**src/rtl/ssu_pkg.sv**
```systemverilog
package ssu_pkg;
  typedef struct packed {
    logic open_s;   // write without read: new strand
    logic follow;   // anything else: uses map
    logic kill;
  } ssu_op_t;
endpackage

```
**src/rtl/ssu_decode.sv**
```systemverilog
module ssu_decode
  import ssu_pkg::*;
(
  input  logic    valid_i,
  input  logic    rd_i,
  input  logic    wr_i,
  input  logic    kill_i,
  output ssu_op_t op_o
);
  always_comb begin
    op_o.open_s = valid_i & wr_i & ~rd_i;
    op_o.follow = valid_i & ~(wr_i & ~rd_i);
    op_o.kill   = valid_i & kill_i;
  end
endmodule

```
**src/rtl/ssu_free_list.sv**
```systemverilog
module ssu_free_list #(
  parameter int NUM_PE = 8,
  localparam int PE_W  = (NUM_PE > 1) ? $clog2(NUM_PE) : 1
) (
  input  logic              clk_i,
  input  logic              rst_ni,
  input  logic              take_i,
  input  logic [NUM_PE-1:0] free_i,
  output logic              grant_vld_o,
  output logic [PE_W-1:0]   grant_idx_o,
  output logic [NUM_PE-1:0] busy_o
);
  logic [NUM_PE-1:0] busy_q;
  logic [NUM_PE-1:0] take_oh;

  // lowest free index wins
  always_comb begin
    grant_vld_o = 1'b0;
    grant_idx_o = '0;
    for (int i = NUM_PE - 1; i >= 0; i--) begin
      if (!busy_q[i]) begin
        grant_vld_o = 1'b1;
        grant_idx_o = PE_W'(i);
      end
    end
  end

  always_comb begin
    take_oh = '0;
    if (take_i && grant_vld_o) take_oh[grant_idx_o] = 1'b1;
  end

  // allocation wins over a notification for the same element
  always_ff @(posedge clk_i or negedge rst_ni) begin
    if (!rst_ni) busy_q <= '0;
    else         busy_q <= (busy_q & ~free_i) | take_oh;
  end

  assign busy_o = busy_q;
endmodule

```
**src/rtl/ssu_acc_map.sv**
```systemverilog
module ssu_acc_map #(
  parameter int NUM_ACC = 8,
  parameter int NUM_PE  = 8,
  localparam int ACC_W  = (NUM_ACC > 1) ? $clog2(NUM_ACC) : 1,
  localparam int PE_W   = (NUM_PE > 1) ? $clog2(NUM_PE) : 1
) (
  input  logic               clk_i,
  input  logic               rst_ni,
  input  logic [ACC_W-1:0]   acc_i,
  output logic               live_o,
  output logic [PE_W-1:0]    pe_o,
  input  logic               set_i,
  input  logic               set_live_i,
  input  logic [PE_W-1:0]    set_pe_i,
  input  logic               drop_i,
  output logic [NUM_ACC-1:0] live_vec_o
);
  logic [NUM_ACC-1:0] live_q;
  logic [PE_W-1:0]    pe_q [NUM_ACC];

  for (genvar a = 0; a < NUM_ACC; a++) begin : g_ent
    logic hit;
    assign hit = (acc_i == ACC_W'(a));
    always_ff @(posedge clk_i or negedge rst_ni) begin
      if (!rst_ni) begin
        live_q[a] <= 1'b0;
        pe_q[a]   <= '0;
      end else if (hit && set_i) begin
        live_q[a] <= set_live_i;
        pe_q[a]   <= set_pe_i;
      end else if (hit && drop_i) begin
        live_q[a] <= 1'b0;
      end
    end
  end

  assign live_o     = live_q[acc_i];
  assign pe_o       = pe_q[acc_i];
  assign live_vec_o = live_q;
endmodule

```
**src/rtl/strand_steer.sv**
```systemverilog
module strand_steer
  import ssu_pkg::*;
#(
  parameter int NUM_PE  = 8,
  parameter int NUM_ACC = 8,
  localparam int ACC_W  = (NUM_ACC > 1) ? $clog2(NUM_ACC) : 1,
  localparam int PE_W   = (NUM_PE > 1) ? $clog2(NUM_PE) : 1
) (
  input  logic              clk_i,
  input  logic              rst_ni,
  input  logic              inst_valid_i,
  input  logic [ACC_W-1:0]  acc_id_i,
  input  logic              acc_rd_i,
  input  logic              acc_wr_i,
  input  logic              acc_kill_i,
  input  logic [NUM_PE-1:0] pe_free_i,
  output logic              disp_valid_o,
  output logic [PE_W-1:0]   disp_pe_o,
  output logic              stall_o,
  output logic              err_o
);
  ssu_op_t            op;
  logic               grant_vld;
  logic [PE_W-1:0]    grant_idx;
  logic [NUM_PE-1:0]  pe_busy;
  logic               map_live;
  logic [PE_W-1:0]    map_pe;
  logic [NUM_ACC-1:0] acc_live;
  logic               open_go, follow_go;

  ssu_decode u_dec (
    .valid_i (inst_valid_i),
    .rd_i    (acc_rd_i),
    .wr_i    (acc_wr_i),
    .kill_i  (acc_kill_i),
    .op_o    (op)
  );

  ssu_free_list #(.NUM_PE(NUM_PE)) u_free (
    .clk_i       (clk_i),
    .rst_ni      (rst_ni),
    .take_i      (op.open_s),
    .free_i      (pe_free_i),
    .grant_vld_o (grant_vld),
    .grant_idx_o (grant_idx),
    .busy_o      (pe_busy)
  );

  assign open_go   = op.open_s & grant_vld;
  assign follow_go = op.follow & map_live;

  ssu_acc_map #(.NUM_ACC(NUM_ACC), .NUM_PE(NUM_PE)) u_map (
    .clk_i      (clk_i),
    .rst_ni     (rst_ni),
    .acc_i      (acc_id_i),
    .live_o     (map_live),
    .pe_o       (map_pe),
    .set_i      (open_go),
    .set_live_i (~op.kill),
    .set_pe_i   (grant_idx),
    .drop_i     (follow_go & op.kill),
    .live_vec_o (acc_live)
  );

  always_comb begin
    disp_valid_o = open_go | follow_go;
    disp_pe_o    = '0;
    if (open_go)        disp_pe_o = grant_idx;
    else if (follow_go) disp_pe_o = map_pe;
    stall_o = op.open_s & ~grant_vld;
    err_o   = op.follow & ~map_live;
  end
endmodule

```
**config.mk**
```make
export PLATFORM = sky130hd
export DESIGN_NAME = strand_steer
export DESIGN_NICKNAME = d
export VERILOG_FILES = /design/src/rtl/ssu_pkg.sv /design/src/rtl/ssu_decode.sv /design/src/rtl/ssu_free_list.sv /design/src/rtl/ssu_acc_map.sv /design/src/rtl/strand_steer.sv
export SDC_FILE = /design/constraint.sdc
export NUM_CORES = 1
export LEC_CHECK = 0
export BUFFER_PORTS_ARGS = -buffer_cell sky130_fd_sc_hd__buf_2
export CORE_AREA = 2 2 64 66
export DETAILED_ROUTE_END_ITERATION = 6
export DIE_AREA = 0 0 66 68
export PLACE_DENSITY_LB_ADDON = 0.25
export RECOVER_POWER = 100
export SLEW_MARGIN = 15
export SYNTH_ARGS = -nofsm -noshare
export SYNTH_HDL_FRONTEND = slang
export SYNTH_SLANG_ARGS = --single-unit
```
**constraint.sdc**
```tcl
create_clock -name clk_i -period 1.9 [get_ports clk_i]
set_clock_uncertainty 0.05 [all_clocks]
set_input_delay 0.285 -clock clk_i [delete_from_list [all_inputs] [get_ports clk_i]]
set_output_delay 0.285 -clock clk_i [all_outputs]
set_load 0.02 [all_outputs]
```
==> flow_metrics.py <==
metrics = {
    "synthesis": {
        "synth_largest_area_cell": "dfrtp_1",
        "synth_edf_count": 0,
        "yosys-top-cells-area": "dfrtp_1 47%, mux2_2 11%, mux4_2 6.3%, nand2_1 4.0%, mux2i_1 3.3%",
        "netlist_instances": 191,
        "syn_area_per_cell_sq_um": 11.27,
        "yosysWarnings": 0,
        "synth.top_cell.area_share_pct": 46.51,
        "seq_area_frac_synth_pct": 46.51,
        "synth_nets": 208,
        "syn_area_sq_um": 2152,
        "async_flop_share_pct": 100.0,
        "synthFlopType": "dfrtp_1",
        "yosysUniqueCellTypes": 41,
        "synth.ff_latch_count": 40,
    },
    "floorplanning": {
        "ioPinCount": 23,
        "initial_core_util_pct": 55.81,
        "row_count": 23,
        "die_x_um": 66,
        "core_area_sq_um": 3856,
        "die_h_um": 68,
        "dieArea_sq_um": 4488,
    },
    "clocking": {
        "clk_latency_ns": 0.30,
        "cts.clk_slew.worst_paths_ns": 0.08,
        "numCtsBuffers": 5,
        "ctsHtreeMaxLevel": 2,
        "cts_root_buf": "clkbuf_8",
        "cts_tree": "done",
        "cts.path.max_buffers": 2,
        "cts.sinks": 40,
    },
    "layout": {
        "layout-drive-gt1-share_pct": 38.40,
        "fillers": 295,
        "final_core_util_pct": 69.44,
        "num_antenna_cells": 0,
        "final_area_sq_um": 2678,
        "finalNonFillerCells": 287,
        "syn2layout_area_growth_pct": 24.42,
        "fin_nets": 253,
    },
    "drt": {
        "postRouteWirelength_um": 5351,
        "vias": 1773,
        "drt_iter0_drc": 169,
        "wire_per_inst_um": 18.64,
        "drc": 0,
        "viasPerCell": 6.178,
        "ant_nets": 0,
        "dr.pass1.iters": 4,
    },
    "setup_path": {
        "setup.worst_path.class": "reg -> out",
        "cp-end-kind": "output port",
        "path_cells": "mux2i_1 > a221o_1 > or3_4 > o21ai_4 > buf_6",
        "cp_max_fo": 4,
        "rrSetupSlack_ns": -0.02,
        "reg2reg_from": "u_free.busy_o[0]$_DFF_PN0_",
        "slowest_delay_ns": 0.45,
        "cpMaxStageDelayCell": "or3_4",
        "cp.required_ns": 1.56,
        "crit_family": "compound AO/OA/AOI/OAI gates",
        "cp-startpoint": "u_map.live_vec_o[1]$_DFFE_PN0P_",
        "arrival_ns": 1.89,
        "crit_buf_inv": 1,
        "crit_path_start_kind": "flop",
    },
    "placement": {
        "port_buffers": 22,
        "place_ws_ns": -0.1417,
        "dp_hpwl_um": 3991,
        "dp_cells": 276,
        "dpl_cell_area_sq_um": 2520,
        "routabilityCongestion": 0.8559,
    },
    "worst_hold_path": {
        "hp-start": "pe_free_i[0]",
        "hp-class": "in -> reg",
    },
    "global_route": {
        "grt_pass1_wl_um": 8956,
        "grt_max_degree": 23,
        "grt.overflow.total": 0,
        "grt_pass1_vias": 1861,
        "antenna_found_initial": 0,
        "track_usage_pct": 27.58,
    },
    "power_and_ir_drop": {
        "powerDensity_nw_per_um2": 737.3,
        "p_leak_nw": 1.207,
        "peakVddDrop_mv": 0.5553,
    },
    "timing": {
        "fmax_mhz": 449.7,
        "report.final.slew_viol_count": 0,
        "finalHoldViolCount": 0,
        "setup_violations": 8,
        "finalCritPeriodShare_pct": 117.0,
        "tightest_slew_ns": 1.149,
        "min_period_ns": 2.224,
        "rsz0062_at_grt": "true",
        "slew_headroom_pct": 23.41,
        "setup_ws_ns": -0.3239,
    },
    "run_status": {
        "failed_checks": "negative setup slack",
        "status": "complete, but fails checks",
    },
    "flow_run": {
        "maxCapViolCount": 0,
    },
}
-- through the flow --
step / hold slack, ns / total power [mW] / TNS (ns)
floorplan: -0.06059 / 1.151 / 0
global placement: 0.2181 / 1.262 / -0.3459
detailed placement: 0.2294 / 1.277 / -0.5038
CTS: 0.1025 / 1.973 / -1.270
global route: 0.1004 / 2.064 / -5.159
finish: 0.1006 / 1.974 / -1.441
-- flip-flops by register name, indices dropped and copies added (netlist names) --
signal,cells
u_map.live_vec_o,8
u_map.pe_q,24
u_free.busy_o,8
-- power breakdown --
| part | switching, mW | internal [mW] | leakage, nW |
|---|---|---|---|
| clock network | 0.306 | 0.389 | 0.0541 |
| logic | 0.169 | 0.157 | 0.607 |
| registers | 0.0393 | 0.914 | 0.545 |
-- cells in the final DEF, fill, tap and decap left out, types with 3 or more instances in the layout --
cell type,n
a31oi_1,3
buf_2,14
buf_4,22
buf_6,5
clkbuf_2,4
clkbuf_8,5
dfrtp_1,40
inv_1,6
mux2_2,20
mux2i_1,7
mux4_2,6
nand2_1,23
nand3_1,5
nand4_1,3
nor2_1,3
o211ai_1,4
o21ai_0,12
o22ai_1,5
o311ai_0,4
o311ai_1,3
-- repair_timing --
item / in CTS / in global routing
gates resized for setup: 7 / 7
pin swaps: 1 / 1
hold buffers: 1 / 0
setup buffers: 0 / 2
endpoints found under the hold margin: 21 / 0
setup endpoints to repair: 5 / 7
-- kinds of logic (layout without fill, tap and decap cells) --
logic type / Yosys count / count (layout) / synth area share (%)
AND/OR/NAND/NOR: 54 / 54 / 13.26
AO/OA/AOI/OAI: 45 / 45 / 15.47
flip-flops: 40 / 40 / 46.51
multiplexers: 34 / 34 / 20.52
buffers and inverters: 18 / 64 / 4.244
-- worst reg2reg max path: stages, from the launching register on --
cell,delay (ns)
dfrtp_1,0.45
nand4_1,0.12
clkbuf_2,0.22
o211ai_1,0.55
mux2_2,0.40
-- worst paths after layout --
check | to | cells after the start
worst max-delay path | disp_pe_o[2] | 5
worst min-delay path | u_free.busy_o[0]$_DFF_PN0_ | 2
max in group asynchronous | u_map.pe_q[8]$_DFFE_PN0P_ | 3
min in group asynchronous | u_free.busy_o[3]$_DFF_PN0_ | 2
worst max register to register | u_map.pe_q[23]$_DFFE_PN0P_ | 4
worst min register to register | u_map.pe_q[11]$_DFFE_PN0P_ | 1
-- synthesized netlist by cell type (2+ instances only) --
cell,instances
a31oi_1,4
inv_1,6
o2111ai_1,3
nand2_1,23
clkbuf_1,2
mux2_2,21
nor3b_1,2
nand4_1,3
o211ai_1,4
nand3b_1,2
nor3_1,2
nand2b_1,2
mux4_2,6
o21ai_0,12
o22ai_1,5
o2bb2ai_1,2
nor2_1,3
nor2b_1,4
dfrtp_1,40
o31ai_1,2
buf_2,7
nand3_1,5
mux2i_1,7
o311ai_0,6
buf_6,2
-- final cells by class --
cell class	instances	area (sq um)	area share (%)
clock buffer	5	68.82	2.570
clock inverter	3	42.54	1.589
inverter	6	22.52	0.8411
multi-input combinational	133	1136	42.43
sequential	40	1001	37.38
tap	50	62.56	2.336
timing repair buffer	50	344.1	12.85
-- metal layers --
metal / wire length, um / share of wire (%) / up-vias / global-route usage (%)
li1: - / - / 821 / -
met5: 0 / 0 / - / 0
met4: 159 / 3.0 / 0 / 14.80
met1: 2076 / 39 / 866 / 33.19
met3: 343 / 6.4 / 15 / 5.757
met2: 2771 / 52 / 71 / 46.97
Power figures use the tool's default switching activity.
